### src/rtl/fsrb_pkg.sv
package fsrb_pkg;
  localparam int REG_W     = 8;
  localparam int ADDR_W    = 5;
  localparam int EN_HD_BIT = 0;
  localparam int EN_SD_BIT = 1;

  localparam int A_CTRL    = 0;
  localparam int A_HD_LO   = 1;   // HD gamma pair A/B and copy-protection signalling
  localparam int A_HD_HI   = 5;
  localparam int A_SD_LO   = 6;   // SD gamma, scales, brightness, captions, protection
  localparam int A_SD_HI   = 15;
  localparam int A_SD_SPLIT = 15; // only low bits buffered
  localparam int A_SCALE_LO = 10;
  localparam int A_SCALE_HI = 12;

  typedef enum logic [1:0] {DOM_NONE, DOM_HD, DOM_SD} dom_e;

  function automatic dom_e reg_dom(input int a);
    if (a >= A_HD_LO && a <= A_HD_HI) return DOM_HD;
    if (a >= A_SD_LO && a <= A_SD_HI) return DOM_SD;
    return DOM_NONE;
  endfunction

  function automatic logic [REG_W-1:0] buf_mask(input int a);
    if (reg_dom(a) == DOM_NONE) return '0;
    if (a == A_SD_SPLIT) return REG_W'(8'h3F);
    return '1;
  endfunction

  function automatic logic [REG_W-1:0] rst_val(input int a);
    if (a >= A_SCALE_LO && a <= A_SCALE_HI) return REG_W'(8'h80);
    return '0;
  endfunction
endpackage

### src/rtl/fsrb_commit_gen.sv
module fsrb_commit_gen #(
  parameter int N_DOM = 2
) (
  input  logic             clk,
  input  logic             rst_n,
  input  logic             field_start,
  input  logic [N_DOM-1:0] dom_en,
  output logic [N_DOM-1:0] commit
);
  logic sof_q;
  logic sof_edge;

  always_ff @(posedge clk or negedge rst_n) begin
    if (!rst_n) sof_q <= 1'b0;
    else        sof_q <= field_start;
  end

  assign sof_edge = field_start & ~sof_q;

  for (genvar d = 0; d < N_DOM; d++) begin : g_dom
    assign commit[d] = sof_edge & dom_en[d];

    // one commit per rising edge of the field strobe
    p_single_commit_r5: assert property (@(posedge clk) disable iff (!rst_n)
      commit[d] |=> !commit[d]);
  end
endmodule

### src/rtl/fsrb_reg_cell.sv
module fsrb_reg_cell #(
  parameter int             W        = 8,
  parameter logic [W-1:0]   RST      = '0,
  parameter logic [W-1:0]   BUF_MASK = '0
) (
  input  logic         clk,
  input  logic         rst_n,
  input  logic         wr_hit,
  input  logic [W-1:0] wr_data,
  input  logic         dbuf_en,
  input  logic         commit,
  output logic [W-1:0] shadow,
  output logic [W-1:0] active
);
  localparam logic [W-1:0] DIRECT_MASK = ~BUF_MASK;

  logic [W-1:0] shadow_nx;
  logic [W-1:0] active_nx;
  logic         take;

  always_comb begin
    shadow_nx = wr_hit ? wr_data : shadow;
    take      = commit | ~dbuf_en;
    active_nx = (shadow_nx & DIRECT_MASK) | ((take ? shadow_nx : active) & BUF_MASK);
  end

  always_ff @(posedge clk or negedge rst_n) begin
    if (!rst_n) begin
      shadow <= RST;
      active <= RST;
    end else begin
      shadow <= shadow_nx;
      active <= active_nx;
    end
  end

  if (BUF_MASK != '0) begin : g_buf_chk
    // buffered bits hold between commits while enabled
    p_hold_active_r3: assert property (@(posedge clk) disable iff (!rst_n)
      (dbuf_en && !commit) |=> $stable(active & BUF_MASK));
    // a commit exposes the shadow on the buffered bits
    p_commit_copies_r4: assert property (@(posedge clk) disable iff (!rst_n)
      commit |=> ((active & BUF_MASK) == (shadow & BUF_MASK)));
    // disabled domain tracks the written value
    p_direct_when_off_r7: assert property (@(posedge clk) disable iff (!rst_n)
      !dbuf_en |=> (active == shadow));
  end

  if (DIRECT_MASK != '0) begin : g_dir_chk
    // unbuffered bits follow the write at once
    p_unbuf_immediate_r8: assert property (@(posedge clk) disable iff (!rst_n)
      wr_hit |=> ((active & DIRECT_MASK) == ($past(wr_data) & DIRECT_MASK)));
  end
endmodule

### src/rtl/fsrb_read_mux.sv
module fsrb_read_mux #(
  parameter int W      = 8,
  parameter int ADDR_W = 5,
  localparam int N     = 1 << ADDR_W
) (
  input  logic [N*W-1:0]    shadow_flat,
  input  logic [ADDR_W-1:0] rd_addr,
  output logic [W-1:0]      rd_data
);
  logic [W-1:0] words [N];

  for (genvar i = 0; i < N; i++) begin : g_word
    assign words[i] = shadow_flat[i*W +: W];
  end

  assign rd_data = words[rd_addr];
endmodule

### src/rtl/fsrb_top.sv
module fsrb_top #(
  parameter int DATA_W = fsrb_pkg::REG_W,
  parameter int ADDR_W = fsrb_pkg::ADDR_W,
  localparam int NUM_REGS = 1 << ADDR_W
) (
  input  logic                       clk,
  input  logic                       rst_n,
  input  logic                       wr_en,
  input  logic [ADDR_W-1:0]          wr_addr,
  input  logic [DATA_W-1:0]          wr_data,
  input  logic [ADDR_W-1:0]          rd_addr,
  output logic [DATA_W-1:0]          rd_data,
  input  logic                       field_start,
  output logic [NUM_REGS*DATA_W-1:0] act_regs
);
  import fsrb_pkg::*;

  localparam int N_DOM = 2;
  localparam int D_HD  = 0;
  localparam int D_SD  = 1;

  logic [NUM_REGS*DATA_W-1:0] shadow_flat;
  logic [N_DOM-1:0]           dom_en;
  logic [N_DOM-1:0]           commit;

  // enables come from the active copy of the control register
  assign dom_en[D_HD] = act_regs[A_CTRL*DATA_W + EN_HD_BIT];
  assign dom_en[D_SD] = act_regs[A_CTRL*DATA_W + EN_SD_BIT];

  fsrb_commit_gen #(.N_DOM(N_DOM)) u_commit (
    .clk         (clk),
    .rst_n       (rst_n),
    .field_start (field_start),
    .dom_en      (dom_en),
    .commit      (commit)
  );

  for (genvar i = 0; i < NUM_REGS; i++) begin : g_reg
    localparam dom_e DOM = reg_dom(i);
    logic hit, en_i, cm_i;

    assign hit = wr_en && (wr_addr == ADDR_W'(i));

    if (DOM == DOM_HD) begin : g_hd
      assign en_i = dom_en[D_HD];
      assign cm_i = commit[D_HD];
    end else if (DOM == DOM_SD) begin : g_sd
      assign en_i = dom_en[D_SD];
      assign cm_i = commit[D_SD];
    end else begin : g_plain
      assign en_i = 1'b0;
      assign cm_i = 1'b0;
    end

    fsrb_reg_cell #(
      .W        (DATA_W),
      .RST      (DATA_W'(rst_val(i))),
      .BUF_MASK (DATA_W'(buf_mask(i)))
    ) u_cell (
      .clk     (clk),
      .rst_n   (rst_n),
      .wr_hit  (hit),
      .wr_data (wr_data),
      .dbuf_en (en_i),
      .commit  (cm_i),
      .shadow  (shadow_flat[i*DATA_W +: DATA_W]),
      .active  (act_regs[i*DATA_W +: DATA_W])
    );
  end

  fsrb_read_mux #(.W(DATA_W), .ADDR_W(ADDR_W)) u_rd (
    .shadow_flat (shadow_flat),
    .rd_addr     (rd_addr),
    .rd_data     (rd_data)
  );
endmodule

### config.mk
export PLATFORM = sky130hd
export DESIGN_NAME = fsrb_top
export DESIGN_NICKNAME = d
export VERILOG_FILES = /design/src/rtl/fsrb_pkg.sv /design/src/rtl/fsrb_commit_gen.sv /design/src/rtl/fsrb_reg_cell.sv /design/src/rtl/fsrb_read_mux.sv /design/src/rtl/fsrb_top.sv
export SDC_FILE = /design/constraint.sdc
export NUM_CORES = 1
export LEC_CHECK = 0
export ABC_AREA = 0
export CORE_MARGIN = 2
export CORE_UTILIZATION = 41
export CTS_CLUSTER_SIZE = 25
export DETAILED_ROUTE_END_ITERATION = 12
export PLACE_DENSITY_LB_ADDON = 0.15
export SYNTH_ARGS = -nofsm -noshare
export SYNTH_HDL_FRONTEND = slang
export SYNTH_SLANG_ARGS = --single-unit
### constraint.sdc
create_clock -name clk -period 2.4 [get_ports clk]
set_clock_uncertainty 0.1 [all_clocks]
set_input_delay 0.24 -clock clk [delete_from_list [all_inputs] [get_ports clk]]
set_output_delay 0.24 -clock clk [all_outputs]
set_load 0.03 [all_outputs]
; Word level (Yosys, flattened, before mapping)
; Cells that the tools add are included.
; W data, S select, Z words.
[word_totals]
out_inout_bits = 264
register_bits = 377
elab_cells = 142
[classes]
eq_ne = 31
mux = 19
reduce_logical = 33
n_lt_le_gt_ge = 1
bitwise = 10
[ops]
columns = operator, count
row1 = $mux W8, 17
row2 = $eq A5 B5 Y1 const B, 16
row3 = $bmux W8 S5, 1
row4 = $eq A5 B4 Y1 const B, 8
row5 = $logic_and A1 B1 Y1, 32
row6 = $eq A5 B3 Y1 const B, 4
row7 = $eq A5 B2 Y1 const B, 2
row8 = $or A8 B6 Y8, 1
row9 = $ge A6 B6 Y1 const B, 1
row10 = $mux W6, 1
row11 = $not A5 Y6, 1
row12 = $eq A5 B1 Y1 const B, 1
row13 = $logic_not A5 Y1, 1
row14 = $and A1 B1 Y1, 3
row15 = $not A1 Y1, 3
row16 = $or A1 B1 Y1, 2

; Logic depth before layout (Yosys ltp)
[logic_depth]
ltp_word = 6
depth_mapped = 6

; Hierarchy
; From an unflattened synthesis, not the netlist that was laid out.
[hier_totals]
cells_unflattened = 1106
area_unflattened_um2 = 18814.3
[modules_own_cells]
columns = mod, instances, seq_area_each_um2, area_each_um2, cells_each
row1 = fsrb_reg_cell (g_reg[13].u_cell ...), 11, 400.4, 663.1, 35
row2 = fsrb_reg_cell (g_reg[0].u_cell ...), 17, 200.2, 391.6, 25
row3 = fsrb_reg_cell (g_reg[10].u_cell ...), 3, 402.9, 665.6, 35
row4 = fsrb_read_mux, 1, 0.0, 1994.4, 107
row5 = fsrb_reg_cell (g_reg[15].u_cell), 1, 350.3, 590.6, 33
row6 = fsrb_top, 1, 0.0, 237.7, 48
row7 = fsrb_commit_gen, 1, 25.0, 42.5, 3

; Worst setup path before layout
; Ideal clock, no wire load.
[synth_timing]
path_kind = input to output
start = input port rd_addr[2]
end = output port rd_data[0]
t_required_ps = 2060
slack_ps = 20
arrival_ps = 2040
stages = 5
path_cell_list = clkbuf_1 -> buf_1 -> mux4_2 -> mux4_2 -> mux2_2
[synth_between]
elab_chain_len = 4
[synth_lines]
columns = item, line_no
row1 = start: declaration, fsrb_top.sv:11  ; input logic [ADDR_W-1:0] rd_addr,
row2 = $not A5 Y6 (not written as such), fsrb_read_mux.sv:16  ; assign rd_data = words[rd_addr];
row3 = $bmux W8 S5, fsrb_read_mux.sv:16
row4 = $mux W8 (not written as such) (2 in a row), fsrb_read_mux.sv:16
row5 = end: declaration, fsrb_top.sv:12  ; output logic [DATA_W-1:0] rd_data,
; No other way between the ends. The select of a mux whose other input is x is not followed.

; Worst setup path after layout
[layout_timing]
start = register g_reg[9].u_cell.shadow[4]
end = output port rd_data[4]
[layout_between]
elab_chain_len = 3
[layout_lines]
columns = item, line_no
row1 = start: declaration, fsrb_reg_cell.sv:12  ; output logic [W-1:0] shadow,
row2 = start signal: assignment, fsrb_reg_cell.sv:32  ; shadow <= shadow_nx;
row3 = $bmux W8 S5, fsrb_read_mux.sv:16
row4 = $mux W8 (not written as such) (2 in a row), fsrb_read_mux.sv:16
; No other way between the ends. The select of a mux whose other input is x is not followed.

==> impl_metrics.env <==
export IMPL_clock_sinks=375
export IMPL_placed_cell_area_mm2=0.0207
export IMPL_r2r_slack_ns=0.74
export IMPL_antenna_left=0
export IMPL_regToRegStartpoint="g_reg[0].u_cell.active[0]"
export IMPL_synth_adder_area_share=0
export IMPL_synthMuxAreaShare=0.207
export IMPL_setup_ws_ns=-0.425
export IMPL_die_width_um=206
export IMPL_startpoint="g_reg[9].u_cell.shadow[4]"
export IMPL_clk_latency_ns=0.55
export IMPL_dpl_hpwl_um=41100
export IMPL_routabilityCongestion=0.883
export IMPL_via_per_inst=6.07
export IMPL_path_buf_inv=1
export IMPL_min_path_type="primary input to flop"
export IMPL_finalNetCount=1693
export IMPL_slew_headroom=0.641
export IMPL_grtUsageTotal=0.288
export IMPL_drt_wirelength_per_cell_um=27.2
export IMPL_synth_compound_area_frac=0.0797
export IMPL_synthCells=1382
export IMPL_yosysTopAreaCell="dfrtp_1"
export IMPL_setup_viol=8
export IMPL_routed_wl_um=60500
export IMPL_slowest_stage="mux4_2"
export IMPL_ys_seq_area_frac=0.563
export IMPL_cts_tree="built"
export IMPL_synth_xor_area_frac=0
export IMPL_dr_pass1_iters=5
export IMPL_timing_critical_path_mode_cell="mux4_2"
export IMPL_syn_cell_area_mm2=0.0167
export IMPL_grt_start_max_net_pins=83
export IMPL_power_density_mw_per_mm2=1060
export IMPL_core_area_mm2=0.0399
export IMPL_synth_area_leaders="dfrtp_1, mux4_2, mux2_2"
export IMPL_synthMostInstantiatedCell="dfrtp_1"
export IMPL_max_freq_mhz=354
export IMPL_dr_total_vias=13503
export IMPL_dp_slack_ns=-0.154
export IMPL_regArea_mm2=0.00940
export IMPL_root_buffer="clkbuf_16"
export IMPL_grt_setup_unrepaired="yes"
export IMPL_cp_required_ns=2.06
export IMPL_ir_drop_v=0.000491
export IMPL_critical_path_cell_chain="mux4_2, mux4_2, mux2_4, buf_6"
export IMPL_clk_pin_slew_worst_paths_ns=0.06
export IMPL_synth_edff_count=0
export IMPL_drc=0
export IMPL_synth_top_family_by_area="multiplexers"
export IMPL_cts_htree_levels=2
export IMPL_final_min_clock_period_ns=2.83
export IMPL_grt_pass1_wl_um=89900
export IMPL_p_leak_nw=9.64
export IMPL_yosysWarnings=0
export IMPL_yosys_area_share_simple=0.115
export IMPL_cp_end_kind="primary output"
export IMPL_crit_type="flop to primary output"
export IMPL_die_y_um=206
export IMPL_ios=286
export IMPL_startpoint_type="flop"
export IMPL_hold_path_startpoint="field_start"
export IMPL_synthArstFlopShare=1.00
export IMPL_grt_pass1_vias=13290
export IMPL_synthToLayoutAreaGrowth_pct=32.8
export IMPL_io_buffers=285
export IMPL_synth_area_per_cell_um2=12.1
export IMPL_maxCapViolations=0
export IMPL_antenna_found_initial=1
export IMPL_synth_seq_cells=375
export IMPL_dieArea_mm2=0.0423
export IMPL_diodes=0
export IMPL_fill_cells=3318
export IMPL_worst_slew_pin_slew_ns=0.538
export IMPL_drive_gt1_frac=0.250
export IMPL_synth_ff_type="dfrtp_1"
export IMPL_cts_buffers_inserted=41
export IMPL_synth_common_cells="dfrtp_1, mux2_2, nand2_1"
export IMPL_placementRows=73
export IMPL_worst_path_max_fanout=2
export IMPL_outcome="finished, violations left"
export IMPL_gr_total_overflow=0
export IMPL_finalHoldViolations=0
export IMPL_multi_input_area_mm2=0.00676
export IMPL_drt_iter0_drc=1661
export IMPL_final_max_slew_viol_count=0
export IMPL_violations="setup timing"
export IMPL_synth_cell_type_count=33
export IMPL_start_util=0.418
export IMPL_final_period_utilization=1.18
export IMPL_cpPeakStageDelay_ns=0.53
export IMPL_worstPathArrival_ns=2.49
export IMPL_cp_top_family="multiplexers"
export IMPL_synth_top_cell_area_share=0.554
export IMPL_fin_area_mm2=0.0222
export IMPL_cts_path_max_buffers=3
export IMPL_synth_nets=1404
registers in the layout (all words and copies together) (netlist names), named ones only:
| signal | count |
|---|---|
| u_commit.sof_q | 1 |
| g.u_cell.active | 248 |
| g.u_cell.shadow | 118 |
where the power goes:
group	total (W)	leakage [nW]	internal, W	switching, W
Sequential	0.00923	4.76	0.00777	0.00146
Clock	0.00634	0.650	0.00372	0.00262
Combinational	0.00781	4.23	0.00342	0.00440
per-layer routing:
| metal | routed length, µm | vias up | global-route usage |
|---|---|---|---|
| met4 | 1760 | 2 | 0.0871 |
| met1 | 27200 | 6950 | 0.448 |
| li1 | - | 5710 | - |
| met3 | 6460 | 85 | 0.0822 |
| met5 | 11 | - | 0 |
| met2 | 25000 | 756 | 0.386 |
area by class of cell:
class	instances	share of cell area
Sequential cell	375	0.424
Multi-Input combinational cell	860	0.305
Clock inverter	5	0.00254
Clock buffer	66	0.0574
Timing Repair Buffer	391	0.181
Tap cell	525	0.0296
Inverter	2	0.000339
cells by family after synthesis:
group                  count (synthesis)
AND/OR/NAND/NOR                      398
flip-flops                           375
AO/OA/AOI/OAI                        236
multiplexers                         226
buffers and inverters                147
layout by cell type (no fill, tap or decap), drive strengths merged, types with 3 or more instances in the layout:
cell type / instances
mux2: 146
mux4: 80
dfstp: 6
a31oi: 118
or3: 4
clkbuf: 66
nor2b: 3
clkdlybuf4s50: 274
nand4b: 3
nand3: 118
buf: 116
nand2: 122
nor3: 120
nand2b: 6
dfrtp: 369
inv: 3
o21ai: 118
nor2: 11
per-stage QoR:
stage	setup TNS [ns]	hold slack, ns	util	power (W)	std cells
global placement	-0.825	0.0988	0.518	0.0170	2138
floorplan	0	-0.156	-	0.0130	1382
finish	-3.24	0.0818	0.555	0.0234	2224
CTS	-3.30	0.0688	0.554	0.0234	2221
detailed placement	-1.06	0.0960	0.518	0.0170	2138
global route	-3.51	0.0861	0.555	0.0242	2224
path summary, 6_finish.rpt:
kind | to | cells past startpoint
setup reg to reg | g_reg[3].u_cell.active[3] | 5
hold / removal | u_commit.sof_q | 1
hold reg to reg | g_reg[16].u_cell.active[6] | 1
max in group asynchronous | g_reg[22].u_cell.active[7] | 3
min in group asynchronous | g_reg[9].u_cell.active[6] | 2
setup / recovery | rd_data[4] | 4
repair_timing:
action                                  in CTS  in global routing
hold buffers                                 1                  0
resized for setup                            9                  6
endpoints found under the setup margin       8                  8
hold endpoints to repair                   188                  0
pin swaps                                    0                  0
cloned                                       0                  0
buffers inserted                            11                  3
Note: power is estimated with default switching activity, not from simulation.
